--- src/rtl/sar_pkg.sv ---
package sar_pkg;

  // Strobes from the sequencer to the capture datapath.
  typedef struct packed {
    logic clear;    // new cycle launched, empty the shift register
    logic shift;    // sample sdo into the LSB end
    logic publish;  // move the assembled word to the output
  } seqStrobe_t;

  // Smallest spacing between strobe rises that still fits conversion,
  // readout and the publish step.
  function automatic int unsigned effPeriod(input int unsigned period,
                                            input int unsigned conv,
                                            input int unsigned div,
                                            input int unsigned width);
    int unsigned need;
    need = conv + 2 * div * width + 3;
    return (period > need) ? period : need;
  endfunction

endpackage

--- src/rtl/sar_seq_ctrl.sv ---
module sar_seq_ctrl
  import sar_pkg::*;
#(
  parameter int unsigned DATA_W        = 18,
  parameter int unsigned CONV_CYCLES   = 160,
  parameter int unsigned SCK_DIV       = 2,
  parameter int unsigned PERIOD_CYCLES = 250
) (
  input  logic       clk,
  input  logic       rstN,
  input  logic       startReq,
  input  logic       freeRun,
  output logic       cnv,
  output logic       sck,
  output seqStrobe_t strobe
);

  localparam int unsigned PERIOD_EFF = effPeriod(PERIOD_CYCLES, CONV_CYCLES, SCK_DIV, DATA_W);
  localparam int CW = (CONV_CYCLES > 1) ? $clog2(CONV_CYCLES) : 1;
  localparam int HW = (SCK_DIV > 1) ? $clog2(SCK_DIV) : 1;
  localparam int BW = (DATA_W > 1) ? $clog2(DATA_W) : 1;
  localparam int PW = $clog2(PERIOD_EFF);
  localparam logic [CW-1:0] CONV_LAST   = CW'(CONV_CYCLES - 1);
  localparam logic [HW-1:0] HALF_LAST   = HW'(SCK_DIV - 1);
  localparam logic [BW-1:0] BIT_LAST    = BW'(DATA_W - 1);
  localparam logic [PW-1:0] PERIOD_LAST = PW'(PERIOD_EFF - 1);

  typedef enum logic [1:0] {
    ST_IDLE,
    ST_CONV,
    ST_READ
  } seqState_t;

  seqState_t       state;
  logic [CW-1:0]   convCnt;
  logic [HW-1:0]   halfCnt;
  logic [BW-1:0]   bitCnt;
  logic [PW-1:0]   periodCnt;
  logic            cnvQ;
  logic            sckQ;
  logic            pending;
  logic            publishQ;
  logic            launch;
  logic            lastHalf;
  logic            periodOpen;

  assign periodOpen = (periodCnt == PERIOD_LAST);
  assign lastHalf   = (halfCnt == HALF_LAST);
  assign launch     = (state == ST_IDLE) && periodOpen && (startReq || pending || freeRun);

  always_comb begin
    strobe.clear   = launch;
    strobe.shift   = (state == ST_READ) && sckQ && lastHalf;
    strobe.publish = publishQ;
  end

  assign cnv = cnvQ;
  assign sck = sckQ;

  // Request capture: a pulse that cannot start now waits for the boundary.
  always_ff @(posedge clk or negedge rstN) begin
    if (!rstN) begin
      pending <= 1'b0;
    end else if (launch) begin
      pending <= 1'b0;
    end else if (startReq) begin
      pending <= 1'b1;
    end
  end

  // Spacing counter since the last strobe rise, saturating at the period.
  always_ff @(posedge clk or negedge rstN) begin
    if (!rstN) begin
      periodCnt <= PERIOD_LAST;
    end else if (launch) begin
      periodCnt <= '0;
    end else if (!periodOpen) begin
      periodCnt <= periodCnt + 1'b1;
    end
  end

  always_ff @(posedge clk or negedge rstN) begin
    if (!rstN) begin
      state    <= ST_IDLE;
      cnvQ     <= 1'b0;
      sckQ     <= 1'b0;
      convCnt  <= '0;
      halfCnt  <= '0;
      bitCnt   <= '0;
      publishQ <= 1'b0;
    end else begin
      publishQ <= 1'b0;
      unique case (state)
        ST_IDLE: begin
          if (launch) begin
            cnvQ    <= 1'b1;
            convCnt <= '0;
            state   <= ST_CONV;
          end
        end
        ST_CONV: begin
          if (convCnt == CONV_LAST) begin
            cnvQ    <= 1'b0;
            sckQ    <= 1'b0;
            halfCnt <= '0;
            bitCnt  <= '0;
            state   <= ST_READ;
          end else begin
            convCnt <= convCnt + 1'b1;
          end
        end
        ST_READ: begin
          if (lastHalf) begin
            halfCnt <= '0;
            sckQ    <= ~sckQ;
            if (sckQ) begin
              if (bitCnt == BIT_LAST) begin
                publishQ <= 1'b1;
                state    <= ST_IDLE;
              end else begin
                bitCnt <= bitCnt + 1'b1;
              end
            end
          end else begin
            halfCnt <= halfCnt + 1'b1;
          end
        end
        default: state <= ST_IDLE;
      endcase
    end
  end

endmodule

--- src/rtl/sar_shift_dp.sv ---
module sar_shift_dp
  import sar_pkg::*;
#(
  parameter int unsigned DATA_W = 18
) (
  input  logic              clk,
  input  logic              rstN,
  input  seqStrobe_t        strobe,
  input  logic              sdo,
  output logic [DATA_W-1:0] result,
  output logic              resultValid
);

  logic [DATA_W-1:0] shiftReg;

  always_ff @(posedge clk or negedge rstN) begin
    if (!rstN) begin
      shiftReg <= '0;
    end else if (strobe.clear) begin
      shiftReg <= '0;
    end else if (strobe.shift) begin
      shiftReg <= {shiftReg[DATA_W-2:0], sdo};
    end
  end

  always_ff @(posedge clk or negedge rstN) begin
    if (!rstN) begin
      result      <= '0;
      resultValid <= 1'b0;
    end else begin
      resultValid <= strobe.publish;
      if (strobe.publish) begin
        result <= shiftReg;
      end
    end
  end

endmodule

--- src/rtl/sar_readout_ctrl.sv ---
module sar_readout_ctrl
  import sar_pkg::*;
#(
  parameter int unsigned DATA_W        = 18,
  parameter int unsigned CONV_CYCLES   = 160,
  parameter int unsigned SCK_DIV       = 2,
  parameter int unsigned PERIOD_CYCLES = 250
) (
  input  logic              clk,
  input  logic              rstN,
  input  logic              startReq,
  input  logic              freeRun,
  output logic              cnv,
  output logic              sck,
  input  logic              sdo,
  output logic [DATA_W-1:0] result,
  output logic              resultValid
);

  seqStrobe_t seqStrobe;

  sar_seq_ctrl #(
    .DATA_W       (DATA_W),
    .CONV_CYCLES  (CONV_CYCLES),
    .SCK_DIV      (SCK_DIV),
    .PERIOD_CYCLES(PERIOD_CYCLES)
  ) i_seq (
    .clk     (clk),
    .rstN    (rstN),
    .startReq(startReq),
    .freeRun (freeRun),
    .cnv     (cnv),
    .sck     (sck),
    .strobe  (seqStrobe)
  );

  sar_shift_dp #(
    .DATA_W(DATA_W)
  ) i_dp (
    .clk        (clk),
    .rstN       (rstN),
    .strobe     (seqStrobe),
    .sdo        (sdo),
    .result     (result),
    .resultValid(resultValid)
  );

endmodule

--- config.mk ---
export PLATFORM = sky130hd
export DESIGN_NAME = sar_readout_ctrl
export DESIGN_NICKNAME = d
export VERILOG_FILES = /design/src/rtl/sar_pkg.sv /design/src/rtl/sar_seq_ctrl.sv /design/src/rtl/sar_shift_dp.sv /design/src/rtl/sar_readout_ctrl.sv
export SDC_FILE = /design/constraint.sdc
export NUM_CORES = 1
export LEC_CHECK = 0
export BUFFER_PORTS_ARGS = -buffer_cell sky130_fd_sc_hd__buf_4
export CAP_MARGIN = 20
export CORE_ASPECT_RATIO = 1.25
export CORE_MARGIN = 5
export CORE_UTILIZATION = 58
export CTS_CLUSTER_SIZE = 28
export DETAILED_ROUTE_END_ITERATION = 12
export PLACE_DENSITY = 0.9
export SYNTH_ARGS = -nofsm -noshare
export SYNTH_HDL_FRONTEND = slang
export SYNTH_SLANG_ARGS = --single-unit
export TNS_END_PERCENT = 1
--- constraint.sdc ---
create_clock -name clk -period 2.15 [get_ports clk]
set_clock_uncertainty 0.1 [all_clocks]
set_input_delay 0.215 -clock clk [delete_from_list [all_inputs] [get_ports clk]]
set_output_delay 0.215 -clock clk [all_outputs]
set_load 0.01 [all_outputs]
==> metrics.log <==
[metrics] result of the run: finished, final reports clean
[metrics] CTS max path bufs: 2
[metrics] initial core utilization: 59.6%
[metrics] post-detailed-placement half-perimeter wirelength: 3.56 mm
[metrics] predominant post-synthesis flop cell: sky130_fd_sc_hd__dfrtp_1
[metrics] clk sinks: 65
[metrics] number of I/O pins: 26
[metrics] ratio of final minimum period to clock period: 90.8%
[metrics] fraction of layout instances using a drive strength above 1: 24.3%
[metrics] area of the core: 4730 µm²
[metrics] Die H: 87.9 µm
[metrics] sequential share of the synthesized area: 58.0%
[metrics] worst r2r src: i_seq.periodCnt[0]
[metrics] Horiz. Die Dim: 72.3 µm
[metrics] highest attainable clock frequency: 0.512 GHz
[metrics] largest cells by area after synthesis: sky130_fd_sc_hd__dfrtp_1, sky130_fd_sc_hd__mux2_2, sky130_fd_sc_hd__nand2_1
[metrics] mean area per synthesized cell: 11.1 µm²
[metrics] Final Net Count: 297
[metrics] Final TNS setup: 0 ns
[metrics] via total after detailed routing: 2010
[metrics] grt ovf: 0
[metrics] proportion of netlist area held by the largest area contributor: 52.4%
[metrics] Total Routed Length: 5.38 mm
[metrics] insertion delay to the later sink of the worst-skew pair: 0.34 ns
[metrics] layout overhead on the synthesized area: 15.9%
[metrics] most area-hungry cell type in the Yosys netlist: sky130_fd_sc_hd__dfrtp_1
[metrics] clock root buffer master: sky130_fd_sc_hd__clkbuf_8
[metrics] RePlAce Congestion: 0.870
[metrics] Netlist Area Pre-Place: 2820 µm²
[metrics] wire length per cell: 15.3 µm
[metrics] worst hold path class: in -> reg
[metrics] multi-input gate area in the final layout: 1110 µm²
[metrics] Inserted Clock Buffers: 9
[metrics] clock tree from TritonCTS: yes
[metrics] first-pass GRT wire length: 9.08 mm
[metrics] Worst Hold Path EP: i_seq.pending
[metrics] H-tree level count: 3
[metrics] diodes inserted: 0
[metrics] net count after synthesis: 263
[metrics] hold violation count in the final report: 0
[metrics] total die area: 6360 µm²
[metrics] unrepaired setup endpoints after global routing: false
[metrics] detailed-routing iteration count for the pre-antenna-repair pass: 4
[metrics] total of flip-flops plus latches after synthesis: 65
[metrics] filler instances: 335
[metrics] minimum clock period: 1.95 ns
[metrics] Leak: 1.55 nW
[metrics] setup fix buffers added after clock tree synthesis: 0
[metrics] Data required, critical path: 2.26 ns
[metrics] # rows: 28
[metrics] cell depth of the worst min-delay path: 3
[metrics] number of violations reported at the end of detailed-routing iteration 0: 158
[metrics] number of cells on the worst reg-to-reg path: 5
[metrics] number of port buffers: 25
[metrics] Peak VDD IR: 0.445 mV
[metrics] total setup violations reported at the end of the flow: 0
[metrics] number of antenna violations at the first check in global routing: 0
[metrics] count of flip-flops with a built-in enable after synthesis: 0
[metrics] number of nets with antenna violations after detailed routing: 0
[metrics] Post-CTS Resized: 0
[metrics] clock-pin slew on the worst setup and hold paths: 0.06 ns
[metrics] Reg2Reg Setup Slack: 0.20 ns
[metrics] arrival time reported for the critical path endpoint: 2.07 ns
[metrics] # DRC: 0
[metrics] Register Area: 1630 µm²
[metrics] Min-Delay Startpoint: startReq
[metrics] number of distinct standard cells referenced by the synthesized netlist: 40
[metrics] number of global-route vias before repair: 1962
[metrics] detail-routed via count per cell: 5.71
[metrics] total count of max-transition violations in the final report: 0
[metrics] type of the setup path with the least slack: reg -> reg
[metrics] maxcap violations: 0
[metrics] proportion of synthesized flip-flops having asynchronous set or reset: 100%
[metrics] FF-to-FF End: i_seq.convCnt[7]
[metrics] All-Layer GR Usage: 18.6%
[metrics] highest fanout seen on the critical path: 7
[metrics] nature of the critical path endpoint: flip-flop
[metrics] maximum number of pins on one net before global-route repair: 66
[metrics] power after layout: 2.25 mW
[metrics] worst slew slack as a fraction of its limit: 47.2%
[metrics] Startpoint Class: flip-flop
[metrics] slew of the pin with the lowest slew margin: 0.792 ns
[metrics] Pwr Density: 690 nW/µm²
[metrics] Warnings, synthesis: 0
[metrics] Gate Count Post-Synth: 253
## power breakdown
| part | switching [mW] | internal [mW] | total [mW] |
|---|---|---|---|
| Clock | 0.435 | 0.565 | 1.00 |
| Combinational | 0.0233 | 0.00583 | 0.0291 |
| Sequential | 0.0000000000000000214 | 1.22 | 1.22 |
## cells in the final DEF, fill, tap and decap left out, drive strengths merged, types with 5 or more instances in the layout
cell type,synthesis,final
xor2,6,6
dfstp,6,6
mux2,19,19
dfrtp,59,59
nor2,15,15
a21oi,23,23
o21ai,9,9
nand2,44,44
ha,5,5
buf,7,30
nand4,6,6
inv,5,5
nand2b,5,5
clkbuf,1,13
nand3,12,12
## worst max path at each step
stage / from / slack, ns / to
after global placement: i_seq.periodCnt[0] / 0.27 / i_seq.convCnt[7]
after detailed placement: i_seq.periodCnt[0] / 0.22 / i_seq.convCnt[7]
after global routing: i_seq.periodCnt[0] / 0.11 / i_seq.convCnt[2]
after floorplan: i_seq.periodCnt[0] / 0.40 / i_seq.convCnt[3]
final: i_seq.periodCnt[0] / 0.20 / i_seq.convCnt[7]
after CTS: i_seq.periodCnt[0] / 0.19 / i_seq.convCnt[7]
## cells in the mapped netlist (all sizes together), types with 3 or more instances
library cell / number
nor3: 3
nand4: 6
xor2: 6
mux2: 19
o21ai: 9
ha: 5
nand2: 44
mux2i: 4
nand3: 12
dfstp: 6
inv: 5
dfrtp: 59
buf: 7
a21oi: 23
nor2: 15
nand2b: 5
## layer usage
metal | wire (µm) | global-route usage, % | share of wire (%) | vias up
met2 | 2700 | 30.2 | 50 | 53
met4 | 110 | 7.69 | 2.0 | 0
li1 | - | - | - | 946
met3 | 301 | 7.23 | 5.6 | 14
met1 | 2260 | 22.1 | 42 | 997
met5 | 0 | 0 | 0 | -
## kinds of logic after synthesis
kind of cell / share of synthesized area, %
compound gates: 7.95
buf+inv: 2.44
simple gates: 18.2
xor+xnor: 2.18
fa+ha+maj: 2.22
flops: 58.0
mux: 9.02
## state kept, by name (all words and copies together) (netlist names), 2 cells and up
| name | cells |
|---|---|
| i_seq.convCnt | 8 |
| i_seq.periodCnt | 8 |
| i_seq.state | 2 |
| i_seq.bitCnt | 5 |
| i_dp.result | 18 |
| i_dp.shiftReg | 18 |
## stage by stage
step,worst slack [ns],utilization (%),instances,hold slack [ns],instance area (µm²)
2_1_floorplan,0.403,-,253,-0.181,2820
3_3_place_gp,0.273,64.8,335,0.244,3070
3_5_place_dp,0.220,64.8,335,0.246,3070
4_1_cts,0.190,69.0,352,0.0264,3270
5_1_grt,0.107,69.0,352,0.0147,3270
6_report,0.198,69.0,352,0.0400,3270
## timing repair
action,4_1_cts,5_1_grt
hold buffers,1,0
endpoints found under the setup margin,0,0
hold endpoints to repair,59,0
## final cells by class
| class | count | area share [%] |
|---|---|---|
| clock buffers | 13 | 4.56 |
| clock inverters | 3 | 1.23 |
| inverters | 5 | 0.575 |
| multi-input cells | 175 | 34.1 |
| flip-flops and latches | 65 | 50.0 |
| well taps | 60 | 2.30 |
| repair buffers | 31 | 7.20 |
## worst max-delay path: stages, from the launching register on
cell	delay (ns)
sky130_fd_sc_hd__dfstp_2	0.58
sky130_fd_sc_hd__ha_1	0.21
sky130_fd_sc_hd__nand3b_4	0.10
sky130_fd_sc_hd__nor4b_4	0.43
sky130_fd_sc_hd__nor2_1	0.16
sky130_fd_sc_hd__a22o_1	0.27
Note: power is estimated with default switching activity, not from simulation.
